`config.mk`:
```
export PLATFORM = sky130hd
export DESIGN_NAME = dmarq_front
export DESIGN_NICKNAME = d
export VERILOG_FILES = /design/src/rtl/dmarq_pkg.sv /design/src/rtl/dmarq_decode.sv /design/src/rtl/dmarq_chan.sv /design/src/rtl/dmarq_front.sv
export SDC_FILE = /design/constraint.sdc
export NUM_CORES = 1
export LEC_CHECK = 0
export BUFFER_PORTS_ARGS = -buffer_cell sky130_fd_sc_hd__buf_2
export CAP_MARGIN = 0
export CORE_ASPECT_RATIO = 0.9
export CORE_MARGIN = 4
export CORE_UTILIZATION = 37
export CTS_CLUSTER_SIZE = 24
export DETAILED_ROUTE_END_ITERATION = 8
export PLACE_DENSITY_LB_ADDON = 0.12
export SLEW_MARGIN = 40
export SYNTH_ARGS = -nofsm -noshare
export SYNTH_HDL_FRONTEND = slang
export SYNTH_SLANG_ARGS = --single-unit
```
`constraint.sdc`:
```
create_clock -name clk -period 1.4 [get_ports clk]
set_input_delay 0.21 -clock clk [delete_from_list [all_inputs] [get_ports clk]]
set_output_delay 0.21 -clock clk [all_outputs]
set_load 0.02 [all_outputs]
```
`src/rtl/dmarq_pkg.sv`:
```
package dmarq_pkg;

    localparam int NCH      = 21;
    localparam int DATA_W   = 32;
    localparam int ADDR_W   = 2;
    localparam logic [NCH-1:0] MASKABLE_DEF = 21'h000030;

    typedef enum logic [ADDR_W-1:0] {
        RG_SWREQ = 2'd0,
        RG_MSET  = 2'd1,
        RG_MCLR  = 2'd2,
        RG_MSTAT = 2'd3
    } reg_idx_e;

    typedef enum logic {
        CH_IDLE   = 1'b0,
        CH_SWPEND = 1'b1
    } pend_st_e;

    typedef enum logic {
        MK_OPEN       = 1'b0,
        MK_BURST_ONLY = 1'b1
    } mask_st_e;

endpackage

```
`src/rtl/dmarq_decode.sv`:
```
module dmarq_decode
    import dmarq_pkg::*;
#(
    parameter int N  = NCH,
    parameter int DW = DATA_W,
    parameter int AW = ADDR_W
) (
    input  logic          bus_wr,
    input  logic [AW-1:0] bus_addr,
    input  logic [N-1:0]  wbits,
    input  logic [N-1:0]  mask_vec,
    output logic [N-1:0]  sw_pulse,
    output logic [N-1:0]  mset_pulse,
    output logic [N-1:0]  mclr_pulse,
    output logic [DW-1:0] rdata
);

    localparam int PAD = DW - N;

    reg_idx_e idx;
    assign idx = reg_idx_e'(bus_addr);

    always_comb begin
        sw_pulse   = '0;
        mset_pulse = '0;
        mclr_pulse = '0;
        if (bus_wr) begin
            unique case (idx)
                RG_SWREQ: sw_pulse   = wbits;
                RG_MSET:  mset_pulse = wbits;
                RG_MCLR:  mclr_pulse = wbits;
                RG_MSTAT: ;
            endcase
        end
    end

    always_comb begin
        unique case (idx)
            RG_MSTAT: rdata = {{PAD{1'b0}}, mask_vec};
            RG_SWREQ,
            RG_MSET,
            RG_MCLR:  rdata = '0;
        endcase
    end

endmodule

```
`src/rtl/dmarq_chan.sv`:
```
module dmarq_chan
    import dmarq_pkg::*;
#(
    parameter bit HAS_MASK = 1'b0
) (
    input  logic clk,
    input  logic rst_n,
    input  logic sw_pulse,
    input  logic mset,
    input  logic mclr,
    input  logic hw_burst,
    input  logic hw_single,
    input  logic ack,
    output logic req,
    output logic burst,
    output logic mask_q,
    output logic pend_q
);

    pend_st_e pst, pst_nx;
    mask_st_e mst, mst_nx;
    logic     set_ok, clr_ok;

    assign set_ok = mset & HAS_MASK;
    assign clr_ok = mclr & HAS_MASK;

    always_comb begin
        pst_nx = pst;
        unique case (pst)
            CH_IDLE:   if (sw_pulse)         pst_nx = CH_SWPEND;
            CH_SWPEND: if (ack && !sw_pulse) pst_nx = CH_IDLE;
        endcase
    end

    always_comb begin
        mst_nx = mst;
        unique case (mst)
            MK_OPEN:       if (set_ok && !clr_ok) mst_nx = MK_BURST_ONLY;
            MK_BURST_ONLY: if (clr_ok)            mst_nx = MK_OPEN;
        endcase
    end

    always_ff @(posedge clk or negedge rst_n) begin
        if (!rst_n) begin
            pst <= CH_IDLE;
            mst <= MK_OPEN;
        end else begin
            pst <= pst_nx;
            mst <= mst_nx;
        end
    end

    always_comb begin
        pend_q = (pst == CH_SWPEND);
        mask_q = (mst == MK_BURST_ONLY);
        burst  = pend_q | hw_burst;
        req    = burst | (hw_single & ~mask_q);
    end

endmodule

```
`src/rtl/dmarq_front.sv`:
```
module dmarq_front
    import dmarq_pkg::*;
#(
    parameter int               N        = NCH,
    parameter int               DW       = DATA_W,
    parameter int               AW       = ADDR_W,
    parameter logic [N-1:0]     MASKABLE = MASKABLE_DEF
) (
    input  logic          clk,
    input  logic          rst_n,
    input  logic          bus_wr,
    input  logic [AW-1:0] bus_addr,
    input  logic [DW-1:0] bus_wdata,
    output logic [DW-1:0] bus_rdata,
    input  logic [N-1:0]  hw_burst_i,
    input  logic [N-1:0]  hw_single_i,
    input  logic [N-1:0]  eng_ack_i,
    output logic [N-1:0]  req_o,
    output logic [N-1:0]  req_burst_o
);

    logic [N-1:0] sw_pulse, mset_pulse, mclr_pulse;
    logic [N-1:0] mask_vec, pend_vec;
    logic         unused_rsvd;

    assign unused_rsvd = ^bus_wdata[DW-1:N];

    dmarq_decode #(.N(N), .DW(DW), .AW(AW)) u_dec (
        .bus_wr     (bus_wr),
        .bus_addr   (bus_addr),
        .wbits      (bus_wdata[N-1:0]),
        .mask_vec   (mask_vec),
        .sw_pulse   (sw_pulse),
        .mset_pulse (mset_pulse),
        .mclr_pulse (mclr_pulse),
        .rdata      (bus_rdata)
    );

    for (genvar c = 0; c < N; c++) begin : g_ch
        dmarq_chan #(.HAS_MASK(MASKABLE[c])) u_ch (
            .clk       (clk),
            .rst_n     (rst_n),
            .sw_pulse  (sw_pulse[c]),
            .mset      (mset_pulse[c]),
            .mclr      (mclr_pulse[c]),
            .hw_burst  (hw_burst_i[c]),
            .hw_single (hw_single_i[c]),
            .ack       (eng_ack_i[c]),
            .req       (req_o[c]),
            .burst     (req_burst_o[c]),
            .mask_q    (mask_vec[c]),
            .pend_q    (pend_vec[c])
        );
    end

endmodule

```
==> flow_summary.ini <==
[status]
status = complete, no violations

[timing]
final_max_slew_viol_count = 0
fin_skew_ps = 0
setup_viol = 0
final-hold-violation-count = 0
fin_crit_ps = 1375
fin_crit_sh_pct = 98.20
clock.fmax_mhz = 727.4
slew_headroom_pct = 64.44
worstMarginPinSlew_ps = 533.4
rsz0062_at_grt = yes

[global_route]
grt_max_degree = 24
grt_pass1_wl_mm = 5.954
grt_pass1_vias = 1369
grt.total_usage_pct = 12.57
gr-total-overflow = 0
antenna_found_initial = 0

[floorplan]
initial_core_util_pct = 39.67
core_sq_um = 4604
die_area_sq_um = 6127
die_h_um = 74.66
die_x_um = 82.07
std_cell_rows = 23
ios = 174

[clock_tree]
clock_latency_ps = 260
cts.sinks = 23
clkTransAtPathRegs_ps = 80
h-tree-depth = 1
cts_buffers = 3
cts_buffer_depth = 2
cts_tree = done
cts_root_buffer = clkbuf_8

[synth]
synth-seq-cells = 23
syn_inst = 216
yosysWarnings = 0
avgSynthCellArea_sq_um = 8.457
synth.area.top_cells = dfrtp_1, buf_4, o21ai_2, or2_2, or3_1
synth_area_sq_um = 1827
synth_top_area_share_pct = 31.51
yosysSeqAreaShare_pct = 31.51
synth_cell_types = 17
synth_top_cell_by_area = dfrtp_1

[critical_path]
rr_worst_depth = 3
cp_max_fo = 2
crit_arrival_ps = 1160
slowest_stage = dfrtp_1
max_stage_delay_ps = 390
cp-end-kind = output pin
path_delay_family = flip-flops
crit_path_start_kind = register
critical_path_class = register to output pin
crit_chain = or2_4 > a21o_1 > buf_6
cp.required_ps = 1190
r2r-start = g_ch[12].u_ch.pend_q
reg2reg_to = g_ch[12].u_ch.pend_q
r2r_setup_slack_ps = 640
critPathBufInv = 1

[final_layout]
final_common_cell = buf_2
layout_common_cells = buf_2, conb_1, inv_1, dfrtp_1, nand2_1
drive_gt1_share_pct = 61.08
antenna_cells = 0
area_growth_pct = 30.48
fillers = 466
instances_no_fill = 378
finalNetCount = 417

[job]
cap_violations = 0

[place]
hpwl_mm = 3.474
dp.cells = 367
portBuffers = 132
place.gp.congestion = 0.7148

[power]
p_per_area_nw_per_um2 = 742.2
p_leak_nw = 1.305
peakVddDrop_mv = 0.4151
finalPower_mw = 1.769

[routing]
vias = 1523
wl_mm = 4.201
first_pass_iters = 3
avgRoutedWirePerCell_um = 11.11
drc_errors = 0
ant_nets = 0
drt_iter0_markers = 33
routed_via_density = 4.029

[hold_path]
hold_path_class = input port to register
min-delay-start = eng_ack_i[4]
min_to = g_ch[4].u_ch.pend_q
hold_depth = 2
-- how the worst max path moves through the flow --
| stage | slack [ps] | depth (start not counted) | startpoint | end |
|---|---|---|---|---|
| 2_1_floorplan | 280 | 3 | g_ch[5].u_ch.pend_q | req_o[5] |
| 3_3_place_gp | 260 | 3 | g_ch[4].u_ch.pend_q | req_o[4] |
| 3_5_place_dp | 250 | 3 | g_ch[5].u_ch.pend_q | req_o[5] |
| 4_1_cts | 0.4 | 2 | g_ch[14].u_ch.pend_q | req_o[14] |
| 5_1_grt | -40 | 3 | g_ch[4].u_ch.pend_q | req_o[4] |
| 6_report | 30 | 3 | g_ch[4].u_ch.pend_q | req_o[4] |
-- final cells by class --
class | count | area [sq um] | share of cell area (%)
repair buffers | 141 | 843.3 | 35.38
flip-flops and latches | 23 | 575.6 | 24.15
inverters | 23 | 86.33 | 3.622
multi-input cells | 125 | 755.7 | 31.71
clock buffers | 4 | 45.04 | 1.890
well taps | 62 | 77.57 | 3.255
-- where the power goes --
part           switching, mW  total, mW  internal [mW]
registers             0.0262      0.729          0.703
clock network          0.205      0.408          0.203
logic                  0.342      0.633          0.291
-- state kept, by name, indices dropped and copies added, names as in the netlist --
| name | cells |
|---|---|
| g_ch.u_ch.mask_q | 2 |
| g_ch.u_ch.pend_q | 21 |
-- stage by stage --
stage | area, sq um | setup slack [ps] | utilization, % | TNS, ps | hold WS, ps
after floorplan | 1936 | 275.2 | - | 0 | -85.59
after global placement | 2126 | 256.7 | 46.17 | 0 | 219.6
after detailed placement | 2126 | 253.0 | 46.17 | 0 | 227.0
after CTS | 2225 | 0.4460 | 48.32 | 0 | 93.27
after global routing | 2384 | -36.12 | 51.77 | -68.39 | 91.53
final | 2384 | 25.18 | 51.77 | 0 | 103.0
-- worst register-to-register path, stage by stage (launching register included) --
cell     delay, ps
dfrtp_1        410
buf_4          140
inv_1           60
o21ai_2         50
-- cells in the mapped netlist --
library cell and number:
nand2_1 22, dfrtp_1 23, and3_1 2, inv_1 23, nand3_1 1, a31oi_1 1
o21ai_2 20, o21ai_0 2, or3_1 19, a21oi_1 3, nand3b_1 1, buf_6 2
a21o_1 2, or2_2 21, nor3b_4 1, conb_1 1, buf_4 72
-- repair_timing --
action	4_1_cts	5_1_grt
hold endpoints to repair	23	0
buffers inserted	1	5
pin swaps	3	13
hold buffers	1	0
setup endpoints to repair	5	17
resized for setup	12	34
-- logic make-up (layout without fill, tap and decap cells) --
kind of cell           after synthesis  in the layout  share of synthesized area, %
other                                1             30                        0.2053
AND/OR/NAND/NOR                     67             67                         20.62
buffers and inverters               97            168                         35.55
AO/OA/AOI/OAI                       28             28                         12.12
flip-flops                          23             23                         31.51
-- metal layers --
layer | part of all wire (%) | track usage [%] | up-vias
met1 | 34 | 14.02 | 668
met5 | 0 | 0 | -
met3 | 11 | 3.349 | 2
met4 | 0.86 | 2.768 | 0
met2 | 54 | 23.86 | 80
li1 | - | - | 773
No activity file was read; power rests on OpenSTA's default activity.
